### config.mk
export PLATFORM = sky130hd
export DESIGN_NAME = carrier_div
export DESIGN_NICKNAME = d
export VERILOG_FILES = /design/src/rtl/cdiv_pkg.sv /design/src/rtl/cdiv_evt_sync.sv /design/src/rtl/cdiv_shadow.sv /design/src/rtl/cdiv_ctrl.sv /design/src/rtl/cdiv_wave.sv /design/src/rtl/carrier_div.sv
export SDC_FILE = /design/constraint.sdc
export NUM_CORES = 1
export LEC_CHECK = 0
export ABC_AREA = 1
export ABC_CLOCK_PERIOD_IN_PS = 69700
export BUFFER_PORTS_ARGS = -buffer_cell sky130_fd_sc_hd__buf_4
export CORE_UTILIZATION = 35
export CTS_CLUSTER_DIAMETER = 150
export DETAILED_ROUTE_END_ITERATION = 12
export GPL_ROUTABILITY_DRIVEN = 0
export GPL_TIMING_DRIVEN = 0
export PLACE_DENSITY = 0.54
export SYNTH_ARGS = -nofsm -noshare
export SYNTH_HDL_FRONTEND = slang
export SYNTH_SLANG_ARGS = --single-unit
### constraint.sdc
create_clock -name clk -period 69.7 [get_ports clk]
set_clock_uncertainty 0.15 [all_clocks]
set_input_delay 10.455 -clock clk [delete_from_list [all_inputs] [get_ports clk]]
set_output_delay 10.455 -clock clk [all_outputs]
set_load 0.005 [all_outputs]
### src/rtl/cdiv_pkg.sv
`timescale 1ns/1ps
package cdiv_pkg;

    typedef enum logic [2:0] {
        OP_NONE    = 3'd0,
        OP_RATIO   = 3'd1,
        OP_PHASE   = 3'd2,
        OP_START   = 3'd3,
        OP_TRIG    = 3'd4,
        OP_CLK_ON  = 3'd5,
        OP_CLK_OFF = 3'd6
    } cdiv_op_e;

    typedef enum logic [1:0] {
        ST_HALT  = 2'd0,
        ST_ARMED = 2'd1,
        ST_RUN   = 2'd2
    } cdiv_state_e;

endpackage

### src/rtl/cdiv_evt_sync.sv
`timescale 1ns/1ps
module cdiv_evt_sync #(
    parameter int STAGES = 2
) (
    input  logic clk,
    input  logic rst_n,
    input  logic evt_i,
    output logic rise_o
);
    // STAGES synchronizer flops plus one history flop for edge detect
    logic [STAGES:0] pipe_q;

    always_ff @(posedge clk or negedge rst_n) begin
        if (!rst_n) begin
            pipe_q <= '0;
        end else begin
            pipe_q <= {pipe_q[STAGES-1:0], evt_i};
        end
    end

    assign rise_o = pipe_q[STAGES-1] & ~pipe_q[STAGES];

endmodule

### src/rtl/cdiv_shadow.sv
`timescale 1ns/1ps
module cdiv_shadow #(
    parameter int W         = 16,
    parameter int DEF_RATIO = 128
) (
    input  logic         clk,
    input  logic         rst_n,
    input  logic         ld_ratio,
    input  logic         ld_step,
    input  logic [W-1:0] data_i,
    output logic [W-1:0] pend_c_o,
    output logic [W-1:0] pend_a_o,
    output logic [W-1:0] pend_b_o
);
    localparam int SW = W + 2;
    localparam logic [W-1:0] MIN_RATIO = W'(2);
    localparam logic [W-1:0] RST_C     = W'(DEF_RATIO);
    localparam logic [W-1:0] RST_B     = W'(1 + DEF_RATIO / 2);

    logic [W-1:0] ratio_cl;
    logic [W-1:0] step_a, step_b;

    // (v + inc) reduced into 0 .. m-1 for any signed inc
    function automatic logic [W-1:0] mod_add(
        input logic [W-1:0] v,
        input logic [W-1:0] inc,
        input logic [W-1:0] m
    );
        logic signed [SW-1:0] sum, md, rem;
        sum = $signed({2'b00, v}) + $signed({{2{inc[W-1]}}, inc});
        md  = $signed({2'b00, m});
        rem = sum % md;
        if (rem < 0) begin
            rem = rem + md;
        end
        return rem[W-1:0];
    endfunction

    always_comb begin
        ratio_cl = (data_i < MIN_RATIO) ? MIN_RATIO : data_i;
        step_a   = mod_add(pend_a_o, data_i, pend_c_o);
        step_b   = mod_add(pend_b_o, data_i, pend_c_o);
        if (step_a == '0) begin
            step_a = W'(1);
            step_b = step_b + W'(1);
        end
    end

    always_ff @(posedge clk or negedge rst_n) begin
        if (!rst_n) begin
            pend_c_o <= RST_C;
            pend_a_o <= W'(1);
            pend_b_o <= RST_B;
        end else if (ld_ratio) begin
            pend_c_o <= ratio_cl;
            pend_a_o <= W'(1);
            pend_b_o <= W'(1) + (ratio_cl >> 1);
        end else if (ld_step) begin
            pend_a_o <= step_a;
            pend_b_o <= step_b;
        end
    end

endmodule

### src/rtl/cdiv_ctrl.sv
`timescale 1ns/1ps
module cdiv_ctrl
    import cdiv_pkg::*;
#(
    parameter int W         = 16,
    parameter int DEF_RATIO = 128
) (
    input  logic         clk,
    input  logic         rst_n,
    input  logic         go_start,
    input  logic         go_en,
    input  logic         go_dis,
    input  logic [W-1:0] pend_c_i,
    input  logic [W-1:0] pend_a_i,
    input  logic [W-1:0] pend_b_i,
    output cdiv_state_e  state_o,
    output logic         start_o,
    output logic         wrap_o,
    output logic [W-1:0] cnt_o,
    output logic [W-1:0] act_c_o,
    output logic [W-1:0] act_a_o,
    output logic [W-1:0] act_b_o
);
    localparam logic [W-1:0] RST_C = W'(DEF_RATIO);
    localparam logic [W-1:0] RST_B = W'(1 + DEF_RATIO / 2);

    cdiv_state_e state_q, state_d;
    logic        run;

    // next-state decision
    always_comb begin
        state_d = state_q;
        unique case (state_q)
            ST_HALT:  if (go_en)    state_d = ST_ARMED;
            ST_ARMED: if (go_start) state_d = ST_RUN;
            ST_RUN:                 state_d = ST_RUN;
            default:                state_d = ST_HALT;
        endcase
        if (go_dis) begin
            state_d = ST_HALT;
        end
    end

    always_ff @(posedge clk or negedge rst_n) begin
        if (!rst_n) begin
            state_q <= ST_HALT;
        end else begin
            state_q <= state_d;
        end
    end

    // outputs of the controller
    assign run     = (state_q == ST_RUN);
    assign start_o = go_start && (state_q != ST_HALT);
    assign wrap_o  = run && (cnt_o == act_c_o);
    assign state_o = state_q;

    always_ff @(posedge clk or negedge rst_n) begin
        if (!rst_n) begin
            cnt_o   <= '0;
            act_c_o <= RST_C;
            act_a_o <= W'(1);
            act_b_o <= RST_B;
        end else begin
            if (start_o || wrap_o) begin
                cnt_o   <= '0;
                act_c_o <= pend_c_i;
                act_a_o <= pend_a_i;
                act_b_o <= pend_b_i;
            end else if (run) begin
                cnt_o <= cnt_o + W'(1);
            end
        end
    end

endmodule

### src/rtl/cdiv_wave.sv
`timescale 1ns/1ps
module cdiv_wave (
    input  logic clk,
    input  logic rst_n,
    input  logic run_i,
    input  logic hit_a_i,
    input  logic hit_b_i,
    input  logic hit_c_i,
    input  logic evt_rise_i,
    input  logic clr_i,
    output logic wave_a_o,
    output logic wave_b_o
);
    logic set_a, clr_a, set_b, clr_b;

    assign set_a = run_i && hit_a_i;
    assign clr_a = clr_i || (run_i && hit_c_i);
    assign set_b = run_i && evt_rise_i;
    assign clr_b = clr_i || (run_i && hit_b_i);

    // clear takes priority over set on both outputs
    always_ff @(posedge clk or negedge rst_n) begin
        if (!rst_n) begin
            wave_a_o <= 1'b0;
            wave_b_o <= 1'b0;
        end else begin
            if (clr_a)      wave_a_o <= 1'b0;
            else if (set_a) wave_a_o <= 1'b1;
            if (clr_b)      wave_b_o <= 1'b0;
            else if (set_b) wave_b_o <= 1'b1;
        end
    end

endmodule

### src/rtl/carrier_div.sv
`timescale 1ns/1ps
module carrier_div
    import cdiv_pkg::*;
#(
    parameter int W           = 16,
    parameter int DEF_RATIO   = 128,
    parameter int SYNC_STAGES = 2
) (
    input  logic         clk,
    input  logic         rst_n,
    input  logic         cmd_valid,
    input  logic [2:0]   cmd_op,
    input  logic [W-1:0] cmd_data,
    input  logic         evt_in,
    output logic         wave_a,
    output logic         wave_b,
    output logic [W-1:0] count_o,
    output logic [W-1:0] period_o,
    output logic [W-1:0] cmp_a_o,
    output logic [W-1:0] cmp_b_o
);
    cdiv_state_e  state;
    logic         ld_ratio, ld_step, go_start, go_en, go_dis, trig;
    logic         start_ok, wrap, evt_rise, run;
    logic [W-1:0] pend_c, pend_a, pend_b;

    assign ld_ratio = cmd_valid && (cmd_op == OP_RATIO);
    assign ld_step  = cmd_valid && (cmd_op == OP_PHASE);
    assign go_start = cmd_valid && (cmd_op == OP_START);
    assign trig     = cmd_valid && (cmd_op == OP_TRIG);
    assign go_en    = cmd_valid && (cmd_op == OP_CLK_ON);
    assign go_dis   = cmd_valid && (cmd_op == OP_CLK_OFF);
    assign run      = (state == ST_RUN);

    cdiv_shadow #(.W(W), .DEF_RATIO(DEF_RATIO)) u_shadow (
        .clk      (clk),
        .rst_n    (rst_n),
        .ld_ratio (ld_ratio),
        .ld_step  (ld_step),
        .data_i   (cmd_data),
        .pend_c_o (pend_c),
        .pend_a_o (pend_a),
        .pend_b_o (pend_b)
    );

    cdiv_ctrl #(.W(W), .DEF_RATIO(DEF_RATIO)) u_ctrl (
        .clk      (clk),
        .rst_n    (rst_n),
        .go_start (go_start),
        .go_en    (go_en),
        .go_dis   (go_dis),
        .pend_c_i (pend_c),
        .pend_a_i (pend_a),
        .pend_b_i (pend_b),
        .state_o  (state),
        .start_o  (start_ok),
        .wrap_o   (wrap),
        .cnt_o    (count_o),
        .act_c_o  (period_o),
        .act_a_o  (cmp_a_o),
        .act_b_o  (cmp_b_o)
    );

    cdiv_evt_sync #(.STAGES(SYNC_STAGES)) u_sync (
        .clk    (clk),
        .rst_n  (rst_n),
        .evt_i  (evt_in),
        .rise_o (evt_rise)
    );

    cdiv_wave u_wave (
        .clk        (clk),
        .rst_n      (rst_n),
        .run_i      (run),
        .hit_a_i    (count_o == cmp_a_o),
        .hit_b_i    (count_o == cmp_b_o),
        .hit_c_i    (wrap),
        .evt_rise_i (evt_rise),
        .clr_i      (trig || start_ok),
        .wave_a_o   (wave_a),
        .wave_b_o   (wave_b)
    );

endmodule

### Word level (Yosys, flattened, before mapping)

Cells that the tools add are included.

| word-level totals | value |
|---|---|
| register bits | 119 |
| input bits | 23 |

| operators by class | value |
|---|---|
| add/subtract/negate cells | 7 |
| div/mod/pow operators | 2 |
| magnitude comparators | 3 |
| equality and inequality tests | 13 |
| mux-type cells | 19 |
| bitwise logic cells | 2 |
| reduce and logical (&&, ||, !) cells | 24 |

Operator list:

| operator | count |
|---|---|
| two-way mux 16 bit | 11 |
| equality test 16 bit | 3 |
| adder 17 x 16 -> 18 bit | 2 |
| < comparator 18 x 1 -> 1 bit, second input constant | 2 |
| remainder unit 18 x 17 -> 18 bit | 2 |
| adder 16 x 1 -> 16 bit, second input constant | 2 |
| adder 16 bit | 2 |
| adder 1 x 15 -> 16 bit, first input constant | 1 |
| logical NOT 16 bit | 1 |
| < comparator 16 x 2 -> 1 bit, second input constant | 1 |
| logical AND 1 bit | 12 |
| nonzero test 2 bit | 5 |
| equality test 3 bit, second input constant | 3 |
| equality test 3 x 2 -> 1 bit, second input constant | 2 |
| two-way mux 2 bit | 3 |
| case mux 2 bit (3 select lines) | 1 |
| logical OR 1 bit | 4 |
| two-way mux 1 bit | 4 |
| equality test 3 x 1 -> 1 bit, second input constant | 1 |
| inequality test 3 x 2 -> 1 bit, second input constant | 1 |
| inequality test 3 bit, second input constant | 1 |
| equality test 2 x 1 -> 1 bit, second input constant | 1 |
| equality test 2 bit, second input constant | 1 |
| logical NOT 2 bit | 1 |
| other kinds (3) | 3 |

### Logic depth before layout (Yosys ltp)

Gate-level depths: netlist of run 1.

| depth | value |
|---|---|
| word-level depth | 8 |
| mapped depth | 338 |

### By module

Synthesis of run 1 repeated with hierarchy kept, for this count alone.

| unflattened totals | value |
|---|---|
| cell total of the unflattened synthesis | 4,798 |
| area total of the unflattened synthesis | 28,677.5 um2 |

By module, submodules not included:

| module | times used | cells an instance | area each (um2) |
|---|---|---|---|
| cdiv_shadow | 1 | 4,239 | 24,674.9 |
| cdiv_ctrl | 1 | 430 | 3,291.9 |
| carrier_div | 1 | 113 | 539.3 |
| cdiv_wave | 1 | 11 | 86.3 |
| cdiv_evt_sync | 1 | 5 | 85.1 |

### Least setup slack after synthesis of run 1

No wires, ideal clock.

| timing path | value |
|---|---|
| path kind | in2reg |
| start point | in cmd_data[0] |
| end point | reg u_shadow.pend_b_o[2] |
| library setup time | 0.073 ns |
| arrival time | 49.194 ns |
| data required time | 69.477 ns |
| path slack | 20.283 ns |
| cell stages on the path | 324 |
| path through | ha_1 fa_1 nand2_1 nand3_1 nand3_1 nand2_1 xnor2_2 nand3_1 nor2_1 nand2_1 nor2_1 nand4_1 inv_1 ha_1 o21ai_1 nand2_1 nand2_1 inv_1 (+288 left out) a21oi_1 o21ai_0 a21oi_1 nor2_1 nor2_1 xor2_1 inv_1 nand2_1 nand2_1 nand3_1 nor2_2 nand2_4 nor2_8 buf_12 nand2_1 nand2_1 nand2_1 a21oi_2 |

| on the way | value |
|---|---|
| cells in the longest elaborated chain, start to end | 8 |
| elaborated cells on any way between the ends | 18 |

Ends and longest elaborated chain:

| element | RTL line | RTL |
|---|---|---|
| start: declaration | carrier_div.sv:13 | `input logic [W-1:0] cmd_data,` |
| adder 17 x 16 -> 18 bit | cdiv_shadow.sv:30 | `sum = $signed({2'b00, v}) + $signed({{2{inc[W-1]}}, inc});` |
| remainder unit 18 x 17 -> 18 bit | cdiv_shadow.sv:32 | `rem = sum % md;` |
| adder 16 bit / < comparator 18 x 1 -> 1 bit (equally long branches) | cdiv_shadow.sv:34, cdiv_shadow.sv:33 |  |
| two-way mux 16 bit | cdiv_shadow.sv:33 | `if (rem < 0) begin` |
| adder 16 x 1 -> 16 bit / logical NOT 16 bit (equally long branches) | cdiv_shadow.sv:45, cdiv_shadow.sv:43 |  |
| two-way mux 16 bit | cdiv_shadow.sv:43 | `if (step_a == '0) begin` |
| two-way mux 16 bit | cdiv_shadow.sv:58 | `end else if (ld_step) begin` |
| two-way mux 16 bit (*) | cdiv_shadow.sv:54 | `end else if (ld_ratio) begin` |
| end signal: assignment | cdiv_shadow.sv:57 | `pend_b_o <= W'(1) + (ratio_cl >> 1);` |
| end signal: assignment | cdiv_shadow.sv:60 | `pend_b_o <= step_b;` |
| end: declaration | cdiv_shadow.sv:13 | `output logic [W-1:0] pend_b_o` |

Mark *: on every way between the ends. The rest lies on a longest branch, timed or not. The select of a mux whose other input is x is not followed.
A chain may end at the register's enable or synchronous reset.

### Final worst setup path of run 1

| timing path | value |
|---|---|
| start point | in cmd_data[0] |
| end point | reg u_shadow.pend_b_o[15] |

The elaborated chain is that of the path after synthesis.

==> flow_summary.ini, run 1 <==
[detailed_routing]
ant_nets = 0
drtIter0Drc = 1861
routedWlPerCell_microns = 15.8
dr.pass1.iters = 7
via_count = 29800
remaining_drc_errors = 0
routed_via_density = 5.02
wirelength_mm = 94.0

[final_layout]
antenna_cells = 0
final_nets = 5305
n_fill_cell = 9120
drive_gt1_share_pct = 9.83
area_growth_pct = 9.68

[clock_network]
cts_tree = built
clk_path_buf_depth = 2
h-tree-depth = 4
numClockSinks = 119
post-cts-setup-buffers = 0
clockRootBuffer = clkbuf_16
clock_latency_ps = 420
hold_buffers = 0
cts_resized = 0
cts_buffers = 17
clkTransAtPathRegs_ps = 60

[setup_path]
crit_arrival_ps = 57260
reg2regPathDepth = 322
cp-start-kind = input pin
slowest_stage = o31ai_1
crit_top_cell = nand2_1
r2r_setup_slack_ps = 22320
path_class = in2reg
required_ps = 69850
end_kind = register
r2r-end = u_shadow.pend_b_o[15]
critPathMaxFanout = 10
critical_path.max_stage_delay_ps = 740
r2r_start = u_shadow.pend_a_o[0]

[synth]
avgSynthCellArea_sq_um = 6.14
async_flop_share_pct = 100
syn_area_sq_um = 29100
synth_cell_types = 79
seq_area_frac_synth_pct = 10.3
synth-seq-cells = 119
syn-num-nets = 5188
synth-edff-count = 0
synthFlopType = dfrtp_1
syn_inst = 4745
synth_warnings = 0

[global_routing]
grt_pass1_vias = 27600
grt_antenna_before_repair = 0
grt_max_degree = 61
overflow = 0
grt_usage_pct = 21.9
grt_first_pass_wirelength_mm = 149

[job]
drv_cap = 0

[sta]
finalHoldViolCount = 0
finalSetupViolations = 0
max_freq_mhz = 17.5
post-route-period-util_pct = 81.9
whs_ps = 207
rsz0062_at_grt = no
maxSlewViolCount = 0
finalSetupTns_ps = 0
period_minus_slack_ps = 57110
slew_headroom_pct = 23.4
tightest_slew_ps = 1150

[floorplan]
core_sq_um = 82200
die_area_sq_um = 84300
die_w_microns = 290
start_util_pct = 35.4
rows = 105
ios = 89
die_h_microns = 290

[placement]
dpl.hpwl_mm = 77.4
port_buffers = 88

[worst_hold_path]
worstHoldStart = u_sync.pipe_q[0]
whs_endpoint = u_sync.pipe_q[1]
hold_class = reg2reg
hold_path_depth = 0

[outcome]
outcome = completed
## stage by stage
step	instance area, sq um	instances	setup WS [ps]	util, %
finish	31900	5945	12590	38.8
detailed placement	31300	5913	12300	38.1
CTS	31900	5945	12550	38.8
global route	31900	5945	6790	38.8
global placement	31100	5903	12460	37.8
floorplan	29100	4745	20280	-
## worst max path at each step
stage / from / end / slack, ps / cells past startpoint
floorplan: cmd_data[0] / u_shadow.pend_b_o[2] / 20280 / 324
global placement: cmd_data[0] / u_shadow.pend_b_o[15] / 12460 / 322
detailed placement: cmd_data[0] / u_shadow.pend_b_o[15] / 12300 / 322
CTS: cmd_data[0] / u_shadow.pend_b_o[15] / 12550 / 323
global route: cmd_data[0] / u_shadow.pend_b_o[13] / 6790 / 324
finish: cmd_data[0] / u_shadow.pend_b_o[15] / 12590 / 323
## routing by layer
| metal | vias up | track usage, % | share of wire (%) |
|---|---|---|---|
| li1 | 15600 | - | - |
| met1 | 13600 | 30.5 | 50 |
| met2 | 540 | 37.0 | 45 |
| met3 | 91 | 1.46 | 3.2 |
| met4 | 0 | 4.43 | 2.1 |
| met5 | - | 0 | 0 |
## state kept, by name, indices dropped and copies added, names as in the netlist
| signal | cells |
|---|---|
| u_ctrl.act_a_o | 16 |
| u_ctrl.act_b_o | 16 |
| u_ctrl.act_c_o | 16 |
| u_ctrl.cnt_o | 16 |
| u_ctrl.state_o | 2 |
| u_shadow.pend_a_o | 16 |
| u_shadow.pend_b_o | 16 |
| u_shadow.pend_c_o | 16 |
| u_sync.pipe_q | 3 |
| u_wave.wave_a_o | 1 |
| u_wave.wave_b_o | 1 |
## area by class of cell
| class | instances | area [sq um] | area share (%) |
|---|---|---|---|
| tap | 1070 | 1340 | 4.19 |
| timing repair buffer | 98 | 887 | 2.78 |
| clock buffer | 19 | 443 | 1.39 |
| sequential | 119 | 2990 | 9.36 |
| clock inverter | 13 | 149 | 0.466 |
| buffer | 84 | 592 | 1.85 |
| inverter | 738 | 2810 | 8.79 |
| multi-input combinational | 3804 | 22700 | 71.2 |
## Yosys cell counts (17+ instances only)
| master | n | area, sq um |
|---|---|---|
| nor2_1 | 292 | 1100 |
| nor2_2 | 21 | 131 |
| dfrtp_1 | 111 | 2780 |
| or2_2 | 43 | 269 |
| nand3_2 | 21 | 210 |
| xnor2_1 | 94 | 823 |
| xor2_1 | 210 | 1840 |
| inv_2 | 32 | 120 |
| nand4_1 | 36 | 225 |
| nand2_1 | 1364 | 5120 |
| o21bai_1 | 46 | 345 |
| nor3_1 | 43 | 215 |
| o21ai_1 | 59 | 295 |
| o31ai_1 | 18 | 135 |
| a21oi_1 | 284 | 1420 |
| nand2_2 | 82 | 513 |
| inv_1 | 695 | 2610 |
| nand2_4 | 32 | 360 |
| clkbuf_1 | 35 | 131 |
| ha_1 | 414 | 5180 |
| nand3_1 | 257 | 1290 |
| a21o_1 | 39 | 293 |
| nand3b_1 | 17 | 128 |
| o21ai_0 | 253 | 1270 |
## cells in the final DEF, fill, tap and decap left out, types with 46 or more instances in the layout
cell	instances
a21oi_1	284
o21bai_1	46
o21ai_1	59
dfrtp_1	111
nand3_1	257
nand2_1	1364
xor2_1	210
nand2_2	82
xnor2_1	94
inv_1	687
ha_1	414
nor2_1	292
o21ai_0	253
buf_4	96
## worst max-delay path, delay by kind of cell
kind / cells / cell delay, ps
AO/OA/AOI/OAI: 120 / 21670
adder cells (fa/ha/maj): 22 / 6580
AND/OR/NAND/NOR: 128 / 12490
XOR/XNOR: 2 / 390
buffers and inverters: 51 / 5530
## cells by family after synthesis
group	synth area share, %
XOR/XNOR	9.20
AND/OR/NAND/NOR	34.4
AO/OA/AOI/OAI	16.1
buffers and inverters	11.7
multiplexers	0.172
flip-flops	10.3
adder cells (fa/ha/maj)	18.2
Power of run 1 is left out: the tool's default activity adds up to more than one toggle a clock period on the data nets, which glitch-free logic cannot reach.
==> run 2, diff against run 1 <==
--- a/config.mk
+++ b/config.mk
@@ -6,7 +6,7 @@
 export NUM_CORES = 1
 export LEC_CHECK = 0
 export ABC_AREA = 1
-export ABC_CLOCK_PERIOD_IN_PS = 69700
+export ABC_CLOCK_PERIOD_IN_PS = 57700
 export BUFFER_PORTS_ARGS = -buffer_cell sky130_fd_sc_hd__buf_4
 export CORE_UTILIZATION = 35
 export CTS_CLUSTER_DIAMETER = 150
==> constraint.sdc (replaced) <==
create_clock -name clk -period 57.7 [get_ports clk]
set_clock_uncertainty 0.15 [all_clocks]
set_input_delay 8.655 -clock clk [delete_from_list [all_inputs] [get_ports clk]]
set_output_delay 8.655 -clock clk [all_outputs]
set_load 0.005 [all_outputs]
==> flow_summary.ini, run 2 (synthesized netlist as in run 1, its figures left out) <==
[job]
drv_cap = 0

[floorplan]
die_h_microns = 290
ios = 89
rows = 105
die_area_sq_um = 84300
start_util_pct = 35.4
die_w_microns = 290
core_sq_um = 82200

[clock_network]
clock_latency_ps = 420
clk_path_buf_depth = 2
cts_tree = built
h-tree-depth = 4
cts_buffers = 17
hold_buffers = 0
clockRootBuffer = clkbuf_16
clkTransAtPathRegs_ps = 60
numClockSinks = 119

[worst_hold_path]
hold_class = reg2reg
worstHoldStart = u_sync.pipe_q[0]

[global_routing]
grt_first_pass_wirelength_mm = 149
grt_usage_pct = 21.9
grt_pass1_vias = 27600
grt_max_degree = 61
overflow = 0
grt_antenna_before_repair = 0

[setup_path]
end_kind = register
endpoint = u_shadow.pend_b_o[15]
r2r-end = u_shadow.pend_b_o[15]
path_class = in2reg
critPathLaunch = cmd_data[0]
r2r_start = u_shadow.pend_a_o[0]
reg2regPathDepth = 328
cp-start-kind = input pin
critical_path.max_stage_delay_ps = 390
crit_top_cell = nand2_1
slowest_stage = fa_1
r2r_setup_slack_ps = 12880
required_ps = 57850
crit_arrival_ps = 52840
critPathMaxFanout = 10

[sta]
period_minus_slack_ps = 52690
finalHoldViolCount = 0
slew_headroom_pct = 24.0
layout_setup_ws_ps = 5010
maxSlewViolCount = 0
post-route-period-util_pct = 91.3
tightest_slew_ps = 1140
finalSetupTns_ps = 0
finalSetupViolations = 0
max_freq_mhz = 19.0

[detailed_routing]
via_count = 29900
routedWlPerCell_microns = 15.8
routed_via_density = 5.02
wirelength_mm = 94.3
drtIter0Drc = 1933
ant_nets = 0
remaining_drc_errors = 0
dr.pass1.iters = 6

[placement]
dpl.hpwl_mm = 77.4
place_ws_ps = 2100
port_buffers = 88

[final_layout]
final_common_cell = nand2_1
layout.cells.most_common_list = nand2_1 (1,363), inv_1 (686), ha_1 (414)
final_nets = 5314
area_growth_pct = 10.6
drive_gt1_share_pct = 10.6
antenna_cells = 0
n_fill_cell = 9109

[outcome]
outcome = completed
## run 2: changes by cell type in the layout (fill, tap and decap cells not counted), moves of 2 or more
cell / previous run / this run
a21oi_1: 284 / 270
o21ai_0: 253 / 240
o21ai_1: 59 / 70
buf_4: 96 / 106
a21oi_2: 13 / 22
a21oi_4: 1 / 6
buf_2: 12 / 7
clkbuf_4: 1 / 6
o31ai_1: 18 / 13
clkbuf_1: 36 / 32
o31ai_2: 0 / 4
clkbuf_2: 0 / 3
nor2_1: 292 / 290
o21ai_4: 1 / 3
## run 2: area by class of cell
type	instances	area, sq um	area share (%)
Buffer	84	612	1.90
Clock buffer	19	443	1.38
Clock inverter	13	149	0.463
Inverter	738	2810	8.73
Multi-Input combinational cell	3804	22900	71.1
Sequential cell	119	2990	9.28
Tap cell	1070	1340	4.16
Timing Repair Buffer	107	955	2.97
## run 2: through the flow
step | cells | hold slack, ps | area [sq um] | utilization, %
floorplan | 4745 | 181 | 29100 | -
global placement | 5903 | 184 | 31100 | 37.8
detailed placement | 5913 | 196 | 31300 | 38.1
CTS | 5945 | 210 | 31900 | 38.8
global route | 5954 | 209 | 32200 | 39.1
finish | 5954 | 207 | 32200 | 39.1
## run 2: worst min-delay path by stage
stage | slack, ps | depth (start not counted) | to
finish | 210 | 0 | u_sync.pipe_q[1]
global route | 210 | 0 | u_sync.pipe_q[1]
CTS | 210 | 0 | u_sync.pipe_q[1]
detailed placement | 200 | 0 | u_sync.pipe_q[1]
global placement | 180 | 0 | u_sync.pipe_q[1]
floorplan | 180 | 0 | u_sync.pipe_q[1]
## run 2: critical path: cells and delay by family
family	cells	cell delay, ps
xor+xnor	2	400
buf+inv	53	5430
compound gates	117	18740
fa+ha+maj	22	6520
simple gates	135	13030
## run 2: what timing repair did
| item | in CTS | in global routing |
|---|---|---|
| endpoints found under the setup margin | 0 | 32 |
| hold endpoints to repair | 0 | 0 |
| resized for setup | 0 | 65 |
| buffers inserted | 0 | 9 |
## run 2: routing by layer
metal  vias up  track usage, %  routed length, microns
li1      15600               -                       -
met3        88            1.46                    3090
met5         -               0                       0
met1     13600            30.5                   46500
met2       539            37.0                   42800
met4         0            4.43                    1910
Power of run 2 is left out for the same reason.
==> run 3, diff against run 2 <==
--- a/config.mk
+++ b/config.mk
@@ -8,12 +8,12 @@
 export ABC_AREA = 1
 export ABC_CLOCK_PERIOD_IN_PS = 57700
 export BUFFER_PORTS_ARGS = -buffer_cell sky130_fd_sc_hd__buf_4
-export CORE_UTILIZATION = 35
+export CORE_UTILIZATION = 40
 export CTS_CLUSTER_DIAMETER = 150
 export DETAILED_ROUTE_END_ITERATION = 12
 export GPL_ROUTABILITY_DRIVEN = 0
 export GPL_TIMING_DRIVEN = 0
-export PLACE_DENSITY = 0.54
+export PLACE_DENSITY = 0.59
 export SYNTH_ARGS = -nofsm -noshare
 export SYNTH_HDL_FRONTEND = slang
 export SYNTH_SLANG_ARGS = --single-unit
==> flow_summary.ini, run 3 (synthesized netlist as in run 1, its figures left out) <==
[global_routing]
grt_usage_pct = 24.2
grt_util_met2_pct = 40.3
met3_usage_pct = 1.88
use_met1_pct = 33.7
overflow = 0
grt_max_degree = 78
top_usage_layer = met2
grt_first_pass_wirelength_mm = 145
grt_antenna_before_repair = 0
grt_pass1_vias = 27600

[placement]
dpl.hpwl_mm = 74.1
port_buffers = 88
place_ws_ps = 2340
dpl_cell_area_sq_um = 31100

[final_layout]
layout.cells.most_common_list = nand2_1 (1,363), inv_1 (685), ha_1 (414)
final_common_cell = nand2_1
finalInstanceArea_sq_um = 31900
area_growth_pct = 9.56
drive_gt1_share_pct = 10.5
final_nets = 5306

[detailed_routing]
ant_nets = 0
routed_via_density = 5.16
routedWlPerCell_microns = 15.6
dr.pass1.iters = 6
drtIter0Drc = 2018
via_count = 30100
remaining_drc_errors = 0
wirelength_mm = 90.8

[sta]
finalHoldViolCount = 0
tightest_slew_ps = 1340
max_freq_mhz = 19.0
finalSetupViolations = 0
period_minus_slack_ps = 52560
post-route-period-util_pct = 91.1
slew_headroom_pct = 10.6
layout_setup_ws_ps = 5140
finalSetupTns_ps = 0
maxSlewViolCount = 0

[floorplan]
start_util_pct = 40.6
rows = 98
die_w_microns = 272
ios = 89
core_sq_um = 71700
die_h_microns = 272
die_area_sq_um = 73900

[job]
drv_cap = 0

[clock_network]
cts_buffers = 17
numClockSinks = 119
h-tree-depth = 4
hold_buffers = 0
clk_path_buf_depth = 2
clock_latency_ps = 420
cts_tree = built
clockRootBuffer = clkbuf_16
clkTransAtPathRegs_ps = 60

[outcome]
outcome = completed

[setup_path]
critPathMaxFanout = 10
required_ps = 57840
crit_arrival_ps = 52700
path_class = in2reg
critical_path.max_stage_delay_ps = 380
end_kind = register
crit_top_cell = nand2_1
cp-start-kind = input pin
slowest_stage = fa_1

[worst_hold_path]
hold_class = reg2reg
==> run 3: cell count changes in the layout (fill, tap and decap cells not counted), sizes merged <==
cell / change
buf: -8
inv: +3
clkbuf: -2
bufinv: -1
clkinv: +1
clkinvlp: -1
diode: +1
==> run 3: through the flow <==
stage,utilization [%],std cells,hold WS [ps]
CTS,44.1,5821,212
global route,44.5,5826,227
floorplan,-,4745,181
detailed placement,43.3,5789,199
global placement,43.2,5783,183
finish,44.5,5827,208
==> run 3: repair_timing <==
item,in CTS,in global routing
gates resized for setup,0,62
setup buffers,0,5
endpoints found under the setup margin,0,32
hold endpoints to repair,0,0
==> run 3: worst max-delay path: cells and delay by family <==
kind,cells,cell delay (ps)
XOR/XNOR,3,550
buffers and inverters,54,5400
AND/OR/NAND/NOR,134,12950
adder cells (fa/ha/maj),22,6500
AO/OA/AOI/OAI,116,18560
==> run 3: path summary, 6_finish.rpt <==
kind                            cells after the start                 start               endpoint  slack (ps)
worst max-delay path                              329           cmd_data[0]  u_shadow.pend_b_o[13]        5140
worst min-delay path                                0      u_sync.pipe_q[0]       u_sync.pipe_q[1]         210
worst max register to register                    328  u_shadow.pend_a_o[0]  u_shadow.pend_b_o[13]       13130
worst min register to register                      0      u_sync.pipe_q[0]       u_sync.pipe_q[1]         210
max in group asynchronous                           2                 rst_n      u_ctrl.act_b_o[0]       48650
min in group asynchronous                           1                 rst_n        u_ctrl.cnt_o[6]        7990
==> run 3: layout make-up <==
| cell class | instances | area (sq um) |
|---|---|---|
| Clock buffer | 17 | 425 |
| Inverter | 738 | 2810 |
| Clock inverter | 15 | 145 |
| Antenna cell | 1 | 2.50 |
| Buffer | 84 | 609 |
| Tap cell | 950 | 1190 |
| Multi-Input combinational cell | 3804 | 22900 |
| Sequential cell | 119 | 2990 |
| Fill cell | 7777 | 39800 |
| Timing Repair Buffer | 99 | 830 |
==> run 3: metal layers <==
metal | vias up | routed length, microns | part of all wire (%)
li1 | 15600 | - | -
met1 | 13700 | 44500 | 49
met2 | 642 | 40600 | 45
met3 | 107 | 3810 | 4.2
met4 | 0 | 1960 | 2.2
met5 | - | 0 | 0
Power of run 3 is left out for the same reason.
